`src/rtl/i2c_rx_pkg.sv`:
```
package i2c_rx_pkg;

  typedef struct packed {
    logic shiftBit;    // sample SDA into the shift register
    logic finishByte;  // ninth clock over: hand byte to data register
  } dpCtrlT;

  typedef enum logic [3:0] {
    ST_IDLE, ST_BITLOW, ST_BITHIGH, ST_ACKLOW, ST_ACKHIGH,
    ST_STALL, ST_HOLD, ST_STOPA, ST_STOPB, ST_STOPC,
    ST_RSA, ST_RSB, ST_RSC
  } rxStateT;

endpackage

```
`src/rtl/i2c_rx_datapath.sv`:
```
module i2c_rx_datapath
  import i2c_rx_pkg::*;
#(
  parameter int DATA_W = 8
) (
  input  logic              clk,
  input  logic              rstN,
  input  dpCtrlT            ctl,
  input  logic              sdaIn,
  input  logic              dataRead,
  input  logic              evtIrqEn,
  input  logic              bufIrqEn,
  output logic [DATA_W-1:0] rxData,
  output logic              rxne,
  output logic              btf,
  output logic              irq
);

  logic [DATA_W-1:0] shiftReg;

  always_ff @(posedge clk or negedge rstN) begin
    if (!rstN) shiftReg <= '0;
    else if (ctl.shiftBit) shiftReg <= {shiftReg[DATA_W-2:0], sdaIn};
  end

  always_ff @(posedge clk or negedge rstN) begin
    if (!rstN) begin
      rxData <= '0;
      rxne   <= 1'b0;
      btf    <= 1'b0;
    end else if (ctl.finishByte) begin
      if (rxne && !dataRead) begin
        btf <= 1'b1;
      end else begin
        rxData <= shiftReg;
        rxne   <= 1'b1;
      end
    end else if (dataRead) begin
      if (btf) begin
        rxData <= shiftReg;
        btf    <= 1'b0;
      end else begin
        rxne <= 1'b0;
      end
    end
  end

  assign irq = rxne & evtIrqEn & bufIrqEn;

  // byte-finished only ever accompanies an unread data register
  a_r4_btf_with_rxne: assert property (@(posedge clk) disable iff (!rstN)
    btf |-> rxne);

  // a read while stalled releases the stall and keeps the new byte flagged
  a_r4_read_releases: assert property (@(posedge clk) disable iff (!rstN)
    (btf && dataRead && !ctl.finishByte) |=> (!btf && rxne));

  // a plain read empties the data register flag
  a_r3_read_clears: assert property (@(posedge clk) disable iff (!rstN)
    (dataRead && rxne && !btf && !ctl.finishByte) |=> !rxne);

endmodule

```
`src/rtl/i2c_rx_ctrl.sv`:
```
module i2c_rx_ctrl
  import i2c_rx_pkg::*;
#(
  parameter int HALF_CYCLES = 4,
  parameter int DATA_W      = 8
) (
  input  logic   clk,
  input  logic   rstN,
  input  logic   rxStart,
  input  logic   ackEn,
  input  logic   stopReq,
  input  logic   restartReq,
  input  logic   dataRead,
  input  logic   rxne,
  input  logic   btf,
  output dpCtrlT ctl,
  output logic   sclLow,
  output logic   sdaLow,
  output logic   masterMode,
  output logic   restartDone
);

  localparam int CNT_W = $clog2(HALF_CYCLES + 1);
  localparam int BIT_W = $clog2(DATA_W);
  localparam logic [BIT_W-1:0] LAST_BIT = BIT_W'(DATA_W - 1);

  rxStateT          state;
  logic [CNT_W-1:0] divCnt;
  logic [BIT_W-1:0] bitCnt;
  logic             tick, waitState, ackLatched, stopPend, rsPend;
  rxStateT          afterAck;

  assign tick      = (divCnt == CNT_W'(HALF_CYCLES - 1));
  assign waitState = (state == ST_IDLE) || (state == ST_STALL) || (state == ST_HOLD);

  always_comb begin
    if (ackLatched)    afterAck = ST_BITLOW;
    else if (stopPend) afterAck = ST_STOPA;
    else if (rsPend)   afterAck = ST_RSA;
    else               afterAck = ST_HOLD;
  end

  always_ff @(posedge clk or negedge rstN) begin
    if (!rstN) divCnt <= '0;
    else if (tick || waitState) divCnt <= '0;
    else divCnt <= divCnt + 1'b1;
  end

  always_ff @(posedge clk or negedge rstN) begin
    if (!rstN) begin
      stopPend <= 1'b0;
      rsPend   <= 1'b0;
    end else begin
      if (state == ST_STOPA || state == ST_RSA) begin
        stopPend <= 1'b0;
        rsPend   <= 1'b0;
      end
      if (stopReq)    stopPend <= 1'b1;
      if (restartReq) rsPend   <= 1'b1;
    end
  end

  always_ff @(posedge clk or negedge rstN) begin
    if (!rstN) begin
      state       <= ST_IDLE;
      bitCnt      <= '0;
      ackLatched  <= 1'b0;
      masterMode  <= 1'b0;
      restartDone <= 1'b0;
    end else begin
      restartDone <= 1'b0;
      unique case (state)
        ST_IDLE: if (rxStart) begin
          state      <= ST_BITLOW;
          bitCnt     <= '0;
          masterMode <= 1'b1;
        end
        ST_BITLOW:  if (tick) state <= ST_BITHIGH;
        ST_BITHIGH: if (tick) begin
          if (bitCnt == LAST_BIT) state <= ST_ACKLOW;
          else begin
            bitCnt <= bitCnt + 1'b1;
            state  <= ST_BITLOW;
          end
        end
        ST_ACKLOW: if (tick) begin
          ackLatched <= ackEn;
          state      <= ST_ACKHIGH;
        end
        ST_ACKHIGH: if (tick) begin
          bitCnt <= '0;
          state  <= (rxne && !dataRead) ? ST_STALL : afterAck;
        end
        ST_STALL: if (dataRead) state <= afterAck;
        ST_HOLD: begin
          if (stopPend)    state <= ST_STOPA;
          else if (rsPend) state <= ST_RSA;
        end
        ST_STOPA: if (tick) state <= ST_STOPB;
        ST_STOPB: if (tick) state <= ST_STOPC;
        ST_STOPC: if (tick) begin
          state      <= ST_IDLE;
          masterMode <= 1'b0;
        end
        ST_RSA: if (tick) state <= ST_RSB;
        ST_RSB: if (tick) state <= ST_RSC;
        ST_RSC: if (tick) begin
          state       <= ST_IDLE;
          restartDone <= 1'b1;
        end
        default: state <= ST_IDLE;
      endcase
    end
  end

  always_comb begin
    ctl.shiftBit   = (state == ST_BITLOW) && tick;
    ctl.finishByte = (state == ST_ACKHIGH) && tick;
    sclLow = 1'b0;
    sdaLow = 1'b0;
    unique case (state)
      ST_IDLE:    begin sclLow = masterMode; sdaLow = masterMode; end
      ST_BITLOW, ST_STALL, ST_HOLD, ST_RSA: sclLow = 1'b1;
      ST_ACKLOW:  begin sclLow = 1'b1; sdaLow = ackEn; end
      ST_ACKHIGH: sdaLow = ackLatched;
      ST_STOPA:   begin sclLow = 1'b1; sdaLow = 1'b1; end
      ST_STOPB, ST_RSC: sdaLow = 1'b1;
      default: ;
    endcase
  end

  // while the data register overflows, SCL stays pulled low
  a_r4_stall_holds_scl: assert property (@(posedge clk) disable iff (!rstN)
    btf |-> sclLow);

  // the acknowledge level does not move during the ninth clock's high phase
  a_r2_ack_stable: assert property (@(posedge clk) disable iff (!rstN)
    (state == ST_ACKHIGH && $past(state == ST_ACKHIGH)) |-> $stable(sdaLow));

  // leaving master mode leaves both lines released
  a_r6_stop_releases: assert property (@(posedge clk) disable iff (!rstN)
    $fell(masterMode) |-> (!sclLow && !sdaLow));

  // a repeated start keeps the master role
  a_r7_restart_master: assert property (@(posedge clk) disable iff (!rstN)
    restartDone |-> masterMode);

endmodule

```
`src/rtl/i2c_master_rx.sv`:
```
module i2c_master_rx
  import i2c_rx_pkg::*;
#(
  parameter int HALF_CYCLES = 4,
  parameter int DATA_W      = 8
) (
  input  logic              clk,
  input  logic              rstN,
  input  logic              rxStart,
  input  logic              ackEn,
  input  logic              stopReq,
  input  logic              restartReq,
  input  logic              dataRead,
  input  logic              evtIrqEn,
  input  logic              bufIrqEn,
  input  logic              sdaIn,
  output logic              sclLow,
  output logic              sdaLow,
  output logic [DATA_W-1:0] rxData,
  output logic              rxNotEmpty,
  output logic              byteFinished,
  output logic              irq,
  output logic              masterMode,
  output logic              restartDone
);

  dpCtrlT ctl;

  i2c_rx_ctrl #(.HALF_CYCLES(HALF_CYCLES), .DATA_W(DATA_W)) u_ctrl (
    .clk(clk), .rstN(rstN), .rxStart(rxStart), .ackEn(ackEn),
    .stopReq(stopReq), .restartReq(restartReq), .dataRead(dataRead),
    .rxne(rxNotEmpty), .btf(byteFinished), .ctl(ctl),
    .sclLow(sclLow), .sdaLow(sdaLow), .masterMode(masterMode),
    .restartDone(restartDone)
  );

  i2c_rx_datapath #(.DATA_W(DATA_W)) u_dp (
    .clk(clk), .rstN(rstN), .ctl(ctl), .sdaIn(sdaIn), .dataRead(dataRead),
    .evtIrqEn(evtIrqEn), .bufIrqEn(bufIrqEn), .rxData(rxData),
    .rxne(rxNotEmpty), .btf(byteFinished), .irq(irq)
  );

endmodule

```
`config.mk`:
```
export PLATFORM = sky130hd
export DESIGN_NAME = i2c_master_rx
export DESIGN_NICKNAME = d
export VERILOG_FILES = /design/src/rtl/i2c_rx_pkg.sv /design/src/rtl/i2c_rx_datapath.sv /design/src/rtl/i2c_rx_ctrl.sv /design/src/rtl/i2c_master_rx.sv
export SDC_FILE = /design/constraint.sdc
export NUM_CORES = 1
export LEC_CHECK = 0
export BUFFER_PORTS_ARGS = -buffer_cell sky130_fd_sc_hd__buf_2
export CORE_ASPECT_RATIO = 0.7
export CORE_MARGIN = 2
export CORE_UTILIZATION = 33
export CTS_BUF_LIST = sky130_fd_sc_hd__clkbuf_4
export DETAILED_ROUTE_END_ITERATION = 10
export SYNTH_ARGS = -nofsm -noshare
export SYNTH_HDL_FRONTEND = slang
export SYNTH_SLANG_ARGS = --single-unit
```
`constraint.sdc`:
```
create_clock -name clk -period 2.15 [get_ports clk]
set_input_delay 0 -clock clk [delete_from_list [all_inputs] [get_ports clk]]
set_output_delay 0 -clock clk [all_outputs]
set_load 0.02 [all_outputs]
```
# Word-level counts from Yosys, hierarchy flattened
# Index checks and enable logic that the tools add are counted.
# word_totals
ff_bits,33
in_bits,10
output_inout_bits,15
word_cells,118
# op_classes
addsub,2
n_eq_ne,31
mux,46
n_bitwise,2
reduce_logical,25
# ops
op,count
2-to-1 mux 4 bit,17
case mux 4 bit (12 select lines),1
2-to-1 mux 8 bit,4
"!= test 2 x 1 -> 1 bit, second input constant",11
"== test 4 bit, second input constant",5
"== test 4 x 3 -> 1 bit, second input constant",4
2-to-1 mux 3 bit,5
2-to-1 mux 1 bit,14
AND reduction 12 bit,1
"!= test 2 bit, second input constant",5
nonzero test 2 bit,5
case mux 3 bit (3 select lines),1
AND reduction 3 bit,3
"== test 4 x 2 -> 1 bit, second input constant",2
"adder 3 x 1 -> 3 bit, second input constant",2
OR reduction 6 bit,1
AND reduction 5 bit,1
"== test 4 x 1 -> 1 bit, second input constant",1
logical NOT 4 bit,1
logical OR 1 bit,4
case mux 1 bit (2 select lines),2
case mux 1 bit (4 select lines),1
AND reduction 2 bit,2
"== test 3 x 2 -> 1 bit, second input constant",1
9 further kinds,12

# Depth between registers and ports, before layout
# depth
ltp_word,6
depth_mapped,8
mapped_depth_nobuf,7

# Modules after synthesis
# A second synthesis with hierarchy kept.
# hier_totals
hier_cells,166
hier_area_um2,1754.2
# by_module_without_submodules
module,instances,cells_each,area_each_um2
i2c_rx_ctrl,1,121,1052.3
i2c_rx_datapath,1,45,701.9

# Least setup slack after synthesis
# OpenSTA, ideal clock, no wires.
# synth_timing
path_kind,flip-flop to flip-flop
start,register u_ctrl.divCnt[0]
end,register u_ctrl.bitCnt[0]
setup_ns,0.118
t_arrival_ns,1.661
required_ns,2.032
path_slack_ns,0.371
path_stages_with_launch,9
path_buffers,1
period_less_slack_ns,1.779
path_cell_list,dfrtp_1 -> ha_1 -> ha_1 -> buf_2 -> mux2i_1 -> nor2_1 -> o21ai_0 -> nor3_1 -> a21o_1
# synth_via
elab_chain_len,3
word_cells_on_any_way,4
# synth_rtl
item,line,rtl
"start, declared",i2c_rx_ctrl.sv:28,logic [CNT_W-1:0] divCnt;
"start signal, assigned",i2c_rx_ctrl.sv:46,else divCnt <= divCnt + 1'b1;
== test 3 x 2 -> 1 bit *,i2c_rx_ctrl.sv:33,assign tick = (divCnt == CNT_W'(HALF_CYCLES - 1));
!= test 2 x 1 -> 1 bit (no source line),-,
AND reduction 5 bit (no source line) *,-,
"end signal, assigned",i2c_rx_ctrl.sv:82,bitCnt <= bitCnt + 1'b1;
"end, declared",i2c_rx_ctrl.sv:29,logic [BIT_W-1:0] bitCnt;
# Every way passes the cells marked *; elsewhere a longest branch is shown, timed or not.
# A chain may end at the register's enable or synchronous reset.

# Worst setup path in the final report
# layout_timing
start,register u_ctrl.divCnt[0]
end,register u_dp.rxData[1]
# layout_via
elab_chain_len,4
word_cells_on_any_way,7
# layout_rtl
item,line,rtl
== test 3 x 2 -> 1 bit *,i2c_rx_ctrl.sv:33,
logical AND 1 bit *,i2c_rx_ctrl.sv:118,ctl.finishByte = (state == ST_ACKHIGH) && tick;
!= test 2 bit (no source line) or nonzero test 2 bit (tied branches),-,
AND reduction 3 bit (no source line),-,
"end signal, assigned",i2c_rx_datapath.sv:35,rxData <= shiftReg;
"end signal, assigned",i2c_rx_datapath.sv:40,rxData <= shiftReg;
"end, declared",i2c_rx_datapath.sv:13,"output logic [DATA_W-1:0] rxData,"
# Marks and branches as above.

==> impl_summary.log <==
INFO  metric drt-wirelength-per-cell = ~13 µm
INFO  metric combinationalPowerShare = 41.8%
INFO  metric initial_core_utilization = about a third
INFO  metric async_reset_ff_share = 100%
INFO  metric r2r_cells = 5
INFO  metric yosys.cell_types.count = 42
INFO  metric grt_first_pass_wirelength = 5.98 mm
INFO  metric status = finished, final reports clean
INFO  metric dieWidth = 91.2 µm
INFO  metric number_of_levels_the_h_tree_was_split_into = 2
INFO  metric count_of_inserted_antenna_diode_cells = 0
INFO  metric worst_slew_margin_rel = 51.1%
INFO  metric power.density = 1240 nW/µm²
INFO  metric totalPowerFinal = 2.65 mW
INFO  metric worst_slew_pin_slew = 734 ps
INFO  metric timing.fmax = 512 MHz
INFO  metric global_route.overflow_total = 0
INFO  metric ys_dominant_reg_cell = sky130_fd_sc_hd__dfrtp_1
INFO  metric netlist.area_leader.share = roughly 47%
INFO  metric max-clock-path-buffers = 2
INFO  metric routed_via_count = between 1000 and 1500
INFO  metric final_net_count = 208
INFO  metric hold_slack_final = 248 ps
INFO  metric io_buffers = 24
INFO  metric detailed_route_vias_per_instance = 4.80
INFO  metric share_seq_of_total_power = 36.1%
INFO  metric cell_int_power = 1.67 mW
INFO  metric synthesis.area_per_instance = between 10 and 15 µm²
INFO  metric power_switching = just under 1 mW
INFO  metric clk_transition_reported_paths = around 110 ps
INFO  metric die-height = 65.0 µm
INFO  metric crit_required = 2380 ps
INFO  metric clockPowerShare = 22.1%
INFO  metric numClockSinks = 33
INFO  metric setup_repair_after_global_routing_missed_its_margin = false
INFO  metric grt_max_degree = 34
INFO  metric timing.final.crit_period = between 1500 and 2000 ps
INFO  metric crit_type = register to register
INFO  metric synth.cell_area = 1760 µm²
INFO  metric cts.repair_timing.setup_buffer_count = 0
INFO  metric setup_slack_after_layout = 196 ps
INFO  metric tritoncts_clock_tree = yes
INFO  metric syn-num-nets = 172
INFO  metric antenna_violations_before_repair = 0
INFO  metric drt_pass1_iterations = 4
INFO  metric placeableCoreArea = between 5000 and 6000 µm²
INFO  metric fin_tns_setup = 0 ps
INFO  metric hold_violations = 0
INFO  metric grt_usage = 13.0%
INFO  metric synthCells = 158
INFO  metric synth-edff-count = 0
INFO  metric ctsRootBufferMaster = sky130_fd_sc_hd__clkbuf_4
INFO  metric drt-total-wl = 3.47 mm
INFO  metric number_of_drc_violations_after_detailed_routing_iteration_0 = 115
INFO  metric finalSetupViolCount = 0
INFO  metric dieArea = 5930 µm²
INFO  metric min_path_type = input port to asynchronous set/reset pin
INFO  metric placement.setup.worst_slack = approximately 170 ps
INFO  metric syn_to_final_growth = 21.6%
INFO  metric clock_latency = 350 ps
INFO  metric ant_nets = 0
INFO  metric synth_area_leader_cell = sky130_fd_sc_hd__dfrtp_1
INFO  metric maxCapViolCount = 0
INFO  metric power.share.switching = 36.9%
INFO  metric ys_warn_count = 0
INFO  metric yosysSeqAreaShare = 47.0%
INFO  metric floorplan.io_pins = 25
INFO  metric critical_path.startpoint_type = register
INFO  metric detail_route.drc_violations = 0
INFO  metric critical_path_peak_fanout = 10
INFO  metric final.period_utilization = 90.9%
INFO  metric synth_area_leaders = sky130_fd_sc_hd__dfrtp_1, sky130_fd_sc_hd__mux2_4, sky130_fd_sc_hd__mux2_2
INFO  metric detailed_place_hpwl = around 2.5 mm
INFO  metric skew = 13.2 ps
INFO  metric critPathArrivalTime = 2180 ps
INFO  metric grt_pass1_vias = 1206
INFO  metric numCtsBuffers = 5
INFO  metric std_cell_rows = 22
INFO  metric synth-seq-cells = 33
INFO  metric place.gp.congestion = between 0.8 and 0.9
INFO  metric proportion_of_layout_cells_with_a_drive_suffix_above_1 = 34.9%
INFO  metric final_slew_viol_count = 0
INFO  metric critical_path.endpoint_type = register
INFO  metric ir_worst_vdd = roughly 0.00045 V
INFO  metric power_leakage = 1.02 nW
cell usage after synthesis (2+ instances only):
library cell and instances:
sky130_fd_sc_hd__dfrtp_1 33, sky130_fd_sc_hd__nor2_1 14, sky130_fd_sc_hd__mux2_4 12, sky130_fd_sc_hd__o21ai_0 12, sky130_fd_sc_hd__nand2_1 10, sky130_fd_sc_hd__mux2_2 9, sky130_fd_sc_hd__a21oi_1 7, sky130_fd_sc_hd__nand2b_1 6
sky130_fd_sc_hd__inv_1 5, sky130_fd_sc_hd__a21o_1 4, sky130_fd_sc_hd__ha_1 4, sky130_fd_sc_hd__buf_2 3, sky130_fd_sc_hd__nand3_1 3, sky130_fd_sc_hd__o211ai_1 3, sky130_fd_sc_hd__buf_4 2, sky130_fd_sc_hd__clkbuf_1 2
sky130_fd_sc_hd__mux2i_1 2, sky130_fd_sc_hd__nor2b_1 2, sky130_fd_sc_hd__nor3_1 2
timing repair:
action                                  4_1_cts  5_1_grt
endpoints found under the setup margin        0        3
hold buffers                                  7        0
hold endpoints to repair                     40        0
gates resized for setup                       0        1
worst max-delay path, cell delays in order, from the launching register on:
cell                      delay [ps]
sky130_fd_sc_hd__dfrtp_1         360
sky130_fd_sc_hd__ha_1            150
sky130_fd_sc_hd__ha_1            380
sky130_fd_sc_hd__nand3_1         230
sky130_fd_sc_hd__o21ai_4         390
sky130_fd_sc_hd__mux2_4          340
through the flow:
| step | instance area (µm²) | cells | utilization, % |
|---|---|---|---|
| after floorplan | 1760 | 158 | - |
| after global placement | 1960 | 252 | 37.9 |
| after detailed placement | 1960 | 252 | 37.9 |
| after CTS | 2130 | 267 | 41.2 |
| after global routing | 2130 | 267 | 41.2 |
| final | 2130 | 267 | 41.2 |
cell families after synthesis:
kind of cell / synth area share (%)
buffers and inverters: 3.85
DFF: 47.0
AOI/OAI and AO/OA: 14.1
and+or+nand+nor: 15.0
adders and majority gates: 2.85
muxes: 17.2
final cells by class:
class / count / area (µm²)
clock buffers: 5 / 37.5
clock inverters: 3 / 65.1
fillers: 534 / 3040
inverters: 5 / 18.8
multi-input cells: 112 / 862
flip-flops and latches: 33 / 826
well taps: 72 / 90.1
repair buffers: 37 / 235
path summary, 6_finish.rpt:
kind | from | to | slack, ps
min | rstN | u_dp.rxData[4] | 250
max reg2reg | u_ctrl.divCnt[0] | u_dp.rxData[1] | 200
max | u_ctrl.divCnt[0] | u_dp.rxData[1] | 200
max in group asynchronous | rstN | u_ctrl.rsPend | 1420
min reg2reg | u_ctrl.divCnt[0] | u_ctrl.divCnt[0] | 440
min in group clk | evtIrqEn | irq | 360
power groups by stage:
stage	clock, mW	sequential, mW	combinational [mW]
global route	0.637	0.984	1.24
CTS	0.604	0.959	1.11
finish	0.586	0.957	1.11
global placement	0	0.966	1.10
floorplan	0	0.898	0.904
detailed placement	0	0.969	1.10
flip-flops by register name, summed over array words and instances (netlist names):
name,flops
u_ctrl.divCnt,3
u_ctrl.ackLatched,1
u_ctrl.masterMode,1
u_dp.rxne,1
u_dp.btf,1
u_ctrl.stopPend,1
u_dp.shiftReg,8
u_dp.rxData,8
u_ctrl.state,4
u_ctrl.bitCnt,3
u_ctrl.rsPend,1
u_ctrl.restartDone,1
metal layers:
layer	global-route usage, %	up-vias	share of wire [%]	routed length, µm
met5	0	-	0	0
met4	4.55	0	1.3	46
met3	4.19	7	5.6	194
met2	17.0	31	39	1340
met1	19.7	608	55	1890
li1	-	636	-	-
cells in the final DEF (no fill, tap or decap), types with 2 or more instances in the layout:
| master | count |
|---|---|
| sky130_fd_sc_hd__bufinv_16 | 2 |
| sky130_fd_sc_hd__o211ai_1 | 3 |
| sky130_fd_sc_hd__mux2_4 | 12 |
| sky130_fd_sc_hd__dlygate4sd3_1 | 7 |
| sky130_fd_sc_hd__buf_2 | 24 |
| sky130_fd_sc_hd__dfrtp_1 | 33 |
| sky130_fd_sc_hd__nor2_1 | 14 |
| sky130_fd_sc_hd__nor2b_1 | 2 |
| sky130_fd_sc_hd__buf_4 | 6 |
| sky130_fd_sc_hd__nand3_1 | 3 |
| sky130_fd_sc_hd__mux2_2 | 9 |
| sky130_fd_sc_hd__clkbuf_4 | 5 |
| sky130_fd_sc_hd__a21oi_1 | 7 |
| sky130_fd_sc_hd__nand2b_1 | 6 |
| sky130_fd_sc_hd__o21ai_0 | 11 |
| sky130_fd_sc_hd__a21o_1 | 4 |
| sky130_fd_sc_hd__mux2i_1 | 2 |
| sky130_fd_sc_hd__inv_1 | 5 |
| sky130_fd_sc_hd__ha_1 | 4 |
| sky130_fd_sc_hd__nor3_1 | 2 |
| sky130_fd_sc_hd__nand2_1 | 10 |
(Power assumes the default switching activity.)
